[config.mk]
export PLATFORM = sky130hd
export DESIGN_NAME = rb_delay_bank
export DESIGN_NICKNAME = d
export VERILOG_FILES = /design/src/rtl/rb_pkg.sv /design/src/rtl/rb_sel_chain.sv /design/src/rtl/rb_stub.sv /design/src/rtl/rb_store.sv /design/src/rtl/rb_delay_bank.sv
export SDC_FILE = /design/constraint.sdc
export NUM_CORES = 2
export LEC_CHECK = 0
export BUFFER_PORTS_ARGS = -buffer_cell sky130_fd_sc_hd__clkbuf_2
export CAP_MARGIN = 20
export CORE_AREA = 5 5 301 303
export CTS_BUF_LIST = sky130_fd_sc_hd__clkbuf_16
export CTS_CLUSTER_DIAMETER = 200
export DETAILED_ROUTE_END_ITERATION = 10
export DIE_AREA = 0 0 306 308
export HOLD_SLACK_MARGIN = 0.02
export PLACE_DENSITY = 0.68
export SYNTH_ARGS = -nofsm -noshare
export SYNTH_HDL_FRONTEND = slang
export SYNTH_SLANG_ARGS = --single-unit
[constraint.sdc]
create_clock -name clk -period 2.31 [get_ports clk]
set_input_delay 0.462 -clock clk [delete_from_list [all_inputs] [get_ports clk]]
set_output_delay 0.462 -clock clk [all_outputs]
set_load 0.01 [all_outputs]
[src/rtl/rb_pkg.sv]
package rb_pkg;
    typedef enum logic [1:0] {
        ST_IDLE   = 2'd0,
        ST_ALIGN  = 2'd1,
        ST_FIRE   = 2'd2,
        ST_TRAVEL = 2'd3
    } rb_state_e;
endpackage

[src/rtl/rb_sel_chain.sv]
// Column of select cells: an outer train climbs, turns at the top and
// descends; a delayed inner train climbs; meeting pulses annihilate and
// mark the selected cell for that cycle.
module rb_sel_chain #(
    parameter int N = 64
) (
    input  logic         clk,
    input  logic         rst_n,
    input  logic         launch_out,
    input  logic         launch_in,
    output logic [N-1:0] hit
);
    logic [N-2:0] up_o;
    logic [N-1:0] dn;
    logic [N-1:0] up_i;

    assign hit = dn & up_i;

    always_ff @(posedge clk) begin
        if (!rst_n) begin
            up_o <= '0;
            dn   <= '0;
            up_i <= '0;
        end else begin
            up_o <= {up_o[N-3:0], launch_out};
            dn   <= {up_o[N-2], dn[N-1:1] & ~up_i[N-1:1]};
            up_i <= {up_i[N-2:0] & ~dn[N-2:0], launch_in};
        end
    end

    // the trains meet in at most one cell per cycle
    a_r3_single_meet: assert property (@(posedge clk) disable iff (!rst_n)
        $onehot0(hit));
endmodule

[src/rtl/rb_stub.sv]
// Sequencer: turns a register number into a launch delay and aligns the
// launch with the loop rotation so that bit 0 is handled first.
module rb_stub
    import rb_pkg::*;
#(
    parameter int N  = 64,
    parameter int W  = 16,
    localparam int AW   = $clog2(N),
    localparam int PW   = $clog2(W),
    localparam int LAST = 3 * N + 2 * W,
    localparam int CW   = $clog2(LAST + 1)
) (
    input  logic          clk,
    input  logic          rst_n,
    input  logic          req,
    input  logic [AW-1:0] reg_idx,
    input  logic [PW-1:0] ph,
    output logic          busy,
    output logic          launch_out,
    output logic          launch_in,
    output logic          run,
    output logic [CW-1:0] tick
);
    rb_state_e     state_q, state_d;
    logic [AW-1:0] k_q;
    logic [CW-1:0] cnt_q;
    logic [CW-1:0] dly;
    logic [PW-1:0] tgt;
    logic          aligned;

    always_comb begin
        dly     = (CW'(N - 1) - CW'(k_q)) << 1;
        tgt     = PW'(k_q) + PW'(1) - PW'(2 * N);
        aligned = (ph + PW'(1)) == tgt;
    end

    always_comb begin
        state_d = state_q;
        unique case (state_q)
            ST_IDLE:   if (req)                       state_d = ST_ALIGN;
            ST_ALIGN:  if (aligned)                   state_d = ST_FIRE;
            ST_FIRE:   if (cnt_q == CW'(W - 1))       state_d = ST_TRAVEL;
            ST_TRAVEL: if (cnt_q == CW'(LAST))        state_d = ST_IDLE;
        endcase
    end

    always_ff @(posedge clk) begin
        if (!rst_n) begin
            state_q <= ST_IDLE;
            k_q     <= '0;
            cnt_q   <= '0;
        end else begin
            state_q <= state_d;
            if (state_q == ST_IDLE && req) k_q <= reg_idx;
            if (state_q == ST_ALIGN) cnt_q <= '0;
            else if (run)            cnt_q <= cnt_q + CW'(1);
        end
    end

    always_comb begin
        busy       = (state_q != ST_IDLE);
        launch_out = (state_q == ST_FIRE);
        run        = (state_q == ST_FIRE) || (state_q == ST_TRAVEL);
        launch_in  = run && (cnt_q >= dly) && (cnt_q < dly + CW'(W));
        tick       = cnt_q;
    end

    // the register number is frozen while a request is in flight
    a_r7_hold_idx: assert property (@(posedge clk) disable iff (!rst_n)
        busy |=> $stable(k_q));
endmodule

[src/rtl/rb_store.sv]
// Recirculating loops, read chain (toward the bottom port) and write data
// chain (from the top), plus the shared rotation phase.
module rb_store #(
    parameter int N  = 64,
    parameter int W  = 16,
    localparam int PW = $clog2(W)
) (
    input  logic          clk,
    input  logic          rst_n,
    input  logic [N-1:0]  rhit,
    input  logic [N-1:0]  whit,
    input  logic          wd_line,
    output logic [PW-1:0] ph,
    output logic          rd_line
);
    logic [W-1:0]  loop_q [N];
    logic [N-1:0]  rchain;
    logic [N-1:0]  dchain;
    logic [N-1:0]  tap;
    logic [N-1:0]  nbit;
    logic [PW-1:0] ph_q;

    always_comb begin
        for (int j = 0; j < N; j++) begin
            tap[j]  = loop_q[j][0];
            nbit[j] = (tap[j] | (whit[j] & dchain[j])) & ~(whit[j] & ~dchain[j]);
        end
    end

    always_ff @(posedge clk) begin
        if (!rst_n) begin
            for (int j = 0; j < N; j++) loop_q[j] <= '0;
            rchain <= '0;
            dchain <= '0;
            ph_q   <= '0;
        end else begin
            for (int j = 0; j < N; j++) loop_q[j] <= {nbit[j], loop_q[j][W-1:1]};
            rchain <= {1'b0, rchain[N-1:1]} | (rhit & tap);
            dchain <= {wd_line, dchain[N-1:1]};
            ph_q   <= ph_q + PW'(1);
        end
    end

    assign ph      = ph_q;
    assign rd_line = rchain[0];

    // at most one loop is written per cycle
    a_r3_one_write_sel: assert property (@(posedge clk) disable iff (!rst_n)
        $onehot0(whit));
endmodule

[src/rtl/rb_delay_bank.sv]
module rb_delay_bank #(
    parameter int N  = 64,
    parameter int W  = 16,
    localparam int AW   = $clog2(N),
    localparam int PW   = $clog2(W),
    localparam int LAST = 3 * N + 2 * W,
    localparam int CW   = $clog2(LAST + 1)
) (
    input  logic          clk,
    input  logic          rst_n,
    input  logic          rd_req,
    input  logic [AW-1:0] rd_reg,
    output logic          rd_busy,
    output logic          rd_launch,
    output logic          rd_valid,
    output logic          rd_bit,
    input  logic          wr_req,
    input  logic [AW-1:0] wr_reg,
    input  logic [W-1:0]  wr_data,
    output logic          wr_busy
);
    logic          r_lin, r_run, w_lout, w_lin, w_run;
    logic [CW-1:0] rtick, wtick;
    logic [N-1:0]  rhit, whit;
    logic [PW-1:0] ph;
    logic [PW-1:0] woff;
    logic [W-1:0]  wword_q;
    logic          wd_line, rd_line;

    rb_stub #(.N(N), .W(W)) u_rstub (
        .clk(clk), .rst_n(rst_n), .req(rd_req), .reg_idx(rd_reg), .ph(ph),
        .busy(rd_busy), .launch_out(rd_launch), .launch_in(r_lin),
        .run(r_run), .tick(rtick));

    rb_stub #(.N(N), .W(W)) u_wstub (
        .clk(clk), .rst_n(rst_n), .req(wr_req), .reg_idx(wr_reg), .ph(ph),
        .busy(wr_busy), .launch_out(w_lout), .launch_in(w_lin),
        .run(w_run), .tick(wtick));

    rb_sel_chain #(.N(N)) u_rsel (
        .clk(clk), .rst_n(rst_n), .launch_out(rd_launch), .launch_in(r_lin),
        .hit(rhit));

    rb_sel_chain #(.N(N)) u_wsel (
        .clk(clk), .rst_n(rst_n), .launch_out(w_lout), .launch_in(w_lin),
        .hit(whit));

    rb_store #(.N(N), .W(W)) u_store (
        .clk(clk), .rst_n(rst_n), .rhit(rhit), .whit(whit),
        .wd_line(wd_line), .ph(ph), .rd_line(rd_line));

    always_ff @(posedge clk) begin
        if (!rst_n)                  wword_q <= '0;
        else if (wr_req && !wr_busy) wword_q <= wr_data;
    end

    // data bit i enters the top N-1+i cycles after the outer write train
    always_comb begin
        woff    = PW'(wtick - CW'(N - 1));
        wd_line = w_run && (wtick >= CW'(N - 1)) && (wtick < CW'(N - 1 + W))
                  && wword_q[woff];
        rd_valid = r_run && (rtick >= CW'(2 * N)) && (rtick < CW'(2 * N + W));
        rd_bit   = rd_line;
    end

    // data are only presented during a read
    a_r5_valid_busy: assert property (@(posedge clk) disable iff (!rst_n)
        rd_valid |-> rd_busy);
    // read cells are only selected while the read trains run
    a_r4_hit_in_run: assert property (@(posedge clk) disable iff (!rst_n)
        (|rhit) |-> r_run);
    // loops are only written while a write runs
    a_r6_write_gated: assert property (@(posedge clk) disable iff (!rst_n)
        (|whit) |-> w_run);
    // once started, the outer read train continues
    a_r6_train_cont: assert property (@(posedge clk) disable iff (!rst_n)
        $rose(rd_launch) |=> rd_launch);
endmodule

==> summary.md <==
| Metric | Value |
|---|---|
| Final Setup Violations | `0` |
| I/O pin total | `37` |
| Final WL | `62.5 mm` |
| P_leak | `21.8 nW` |
| Dpl hpwl | `33.9 mm` |
| Normalized max-slew margin | `70.1%` |
| Internal power | `42.5 mW` |
| Total gr overflow | `0` |
| Tightest Pin Transition | `443 ps` |
| CP top delay family | `flip-flops` |
| Post-synth ARST share | `0%` |
| Placed inst area | `47200 um2` |
| Fin Clk Skew | `31.3 ps` |
| Drt first pass iters | `5` |
| Placed cells | `5023` |
| #FFs+latches synth | `1586` |
| Peak VDD IR | `0.726 mV` |
| Final worst-path cycle share | `99.2%` |
| Launching element type of the critical path | `register` |
| Nets | `4114` |
| Worst hold endpoint | `wword_q[13]` |
| Row count | `109` |
| Reg2reg start | `u_wstub.tick[1]` |
| EDFF count, synth | `0` |
| Critical path endpoint category | `output port` |
| Clk sinks | `1586` |
| Area share of the largest cell type after synthesis | `69.3%` |
| Top-count cell post-synth | `dfxtp_1` |
| Via count | `24.0k` |
| R2r setup slk | `280 ps` |
| PwrDens | `1030 nW/um2` |
| Synth warnings | `0` |
| Count of input and output buffers | `36` |
| Worst-path clk slew | `60 ps` |
| Unrepaired setup endpoints after global routing | `yes` |
| CP Buf/Inv Count | `2` |
| CTS tree | `built` |
| Share of cells above drive strength 1 | `7.23%` |
| Critical path's largest stage delay | `380 ps` |
| Hold WC Path Type | `in -> reg` |
| Die Span Y | `308 um` |
| Die Width | `306 um` |
| Hold WS | `82.5 ps` |
| Drt initial violations | `1224` |
| Initial antenna violation count | `6` |
| Hold Fails Final Rpt | `0` |
| Slowest-stage cell, CP | `dfxtp_4` |
| Critical path cell sequence | `inv_4, ha_4, or2_4, nand2_4, nor4_4, buf_4` |
| Clock buffer depth | `3` |
| Vias in the first global route | `23.1k` |
| Via density | `4.51` |
| CTS buffer count | `152` |
| Cell area after synthesis | `45800 um2` |
| Post-Layout Cell Count | `5330` |
| Leading post-synthesis cells by cell area | `dfxtp_1 (69%), and2_1 (16%), nand2_1 (2.6%)` |
| Synthesis-to-layout area growth | `14.9%` |
| Post-Synthesis Cells | `3977` |
| Worst hold path startpoint | `wr_data[13]` |
| Synth unique cells | `44` |
| Routed len/inst | `11.7 um` |
| Reg-to-reg endpoint | `u_store.dchain[63]` |
| Psw | `11.5 mW` |
| Number of max-cap violations | `0` |
| WP data arrival | `1830 ps` |
| Worst Path Max Fanout | `3` |
| Die area | `94200 um2` |
| Largest net degree at the start of global routing | `153` |
| Seq/Total Area, Yosys | `69.3%` |
| Design Area, Final | `52600 um2` |
| Clock network fraction of total power | `45.4%` |
| GRT Total Usage | `13.5%` |
| Final min period | `2290 ps` |
| FF-to-FF path depth | `6` |
| Initial Util | `52.2%` |
| GP Congestion | `0.764` |
| DRC viols | `0` |
| Fmax | `437 MHz` |
| Sequential share of power | `51.3%` |
| Net count after synthesis | `4048` |
| Status | `finished, final reports clean` |
| Clk_lat worst skew | `730 ps` |
| Ys flop type | `dfxtp_1` |
| Crit path kind | `reg -> out` |
| First-pass GRT wire length | `110 mm` |
| ANT nets after route | `0` |
| Sw Share | `21.3%` |
| Clock root buffer master | `clkbuf_16` |
| Combinational power share | `3.3%` |
| Syn Area/Cell | `11.5 um2` |
| Worst hold path cell count | `3` |
| CTS H-tree lvls | `4` |
| CORE AREA | `87700 um2` |
| WP data required | `1850 ps` |
| Post-synth top cells | `dfxtp_1 (1586), and2_1 (1152), nand2_1 (319)` |
| Largest area contributor in the synthesized netlist | `dfxtp_1` |
| Max Slew Vio Count | `0` |
worst register-to-register path: stages (launching register included):
cell and delay, ps:
dfxtp_1 380, inv_1 80, ha_1 430, mux4_2 530, mux2_2 270, o21ai_0 150, nor4_1 70
final cells by class:
class / count / area [um2]
timing repair buffer: 96 / 911
fill: 7015 / 35100
clock inverter: 118 / 1180
multi-input combinational: 2188 / 13400
antenna: 3 / 7.51
sequential: 1586 / 31800
clock buffer: 155 / 3880
tap: 1165 / 1460
inverter: 19 / 73.8
how the worst max path moves through the flow:
stage / depth (start not counted) / to / start / slack (ps)
finish: 6 / rd_valid / u_rstub.state_q[0] / 20
global placement: 6 / u_store.dchain[63] / u_wstub.tick[1] / 290
CTS: 6 / rd_valid / u_rstub.state_q[0] / -90
detailed placement: 6 / u_store.dchain[63] / u_wstub.tick[1] / 290
floorplan: 6 / u_store.dchain[63] / u_wstub.tick[0] / 300
global route: 6 / rd_valid / u_rstub.state_q[0] / -70
sequential cells by signal, summed over array words and instances (netlist names), 4 cells and up:
| name | flops |
|---|---|
| u_rsel.dn | 64 |
| u_rsel.up_i | 64 |
| u_rsel.up_o | 63 |
| u_rstub.k_q | 6 |
| u_rstub.tick | 8 |
| u_store.dchain | 64 |
| u_store.loop_q | 1024 |
| u_store.ph | 4 |
| u_store.rchain | 64 |
| u_wsel.dn | 64 |
| u_wsel.up_i | 64 |
| u_wsel.up_o | 63 |
| u_wstub.k_q | 6 |
| u_wstub.tick | 8 |
| wword_q | 16 |
routing by layer:
layer	vias to the layer above	share of wire, %	GRT usage [%]
li1	12649	-	-
met4	2	2.5	4.93
met2	237	41	19.6
met3	131	4.4	3.67
met5	-	0.011	0
met1	10995	53	19.3
power by group through the flow:
| stage | registers (mW) | clock network, mW | logic [mW] |
|---|---|---|---|
| floorplan | 28.2 | 0 | 1.19 |
| CTS | 27.7 | 25.2 | 1.79 |
| finish | 27.7 | 24.5 | 1.80 |
| global placement | 28.3 | 0 | 1.66 |
| global route | 27.7 | 26.4 | 2.04 |
| detailed placement | 28.3 | 0 | 1.67 |
kinds of logic after synthesis:
logic type | count (synthesis) | share of synthesized area [%]
flops | 1586 | 69.3
xor+xnor | 30 | 0.574
mux | 11 | 0.352
buf+inv | 203 | 1.67
compound gates | 192 | 2.88
fa+ha+maj | 39 | 1.07
simple gates | 1916 | 24.2
repair_timing:
item,CTS,global route
endpoints found under the setup margin,2,3
endpoints found under the hold margin,27,0
hold buffers,27,0
pin swaps,3,1
buffers inserted,4,0
gates resized for setup,15,5
through the flow:
step           TNS, ps  power, mW  worst slack, ps  utilization [%]
3_3_place_gp         0       29.9              290             53.8
2_1_floorplan        0       29.4              295                -
6_report             0       53.9             19.3             60.0
4_1_cts          -85.7       54.7            -85.7             60.0
5_1_grt          -67.4       56.2            -67.4             60.0
3_5_place_dp         0       29.9              287             53.8
placed cells by master (no fill, tap or decap), drive strengths merged, types with 6 or more instances in the layout:
cell type,instances
buf,36
dfxtp,1586
clkinv,58
xnor2,20
dlygate4sd3,27
a31oi,65
and3b,127
nor2b,68
inv,59
o21ai,13
a21boi,92
ha,39
nand2,319
nand3,78
a21oi,8
nand4,6
mux2i,6
and2,1153
clkbuf,188
xor2,10
nor2,145
bufinv,17
(Power assumes the default switching activity.)
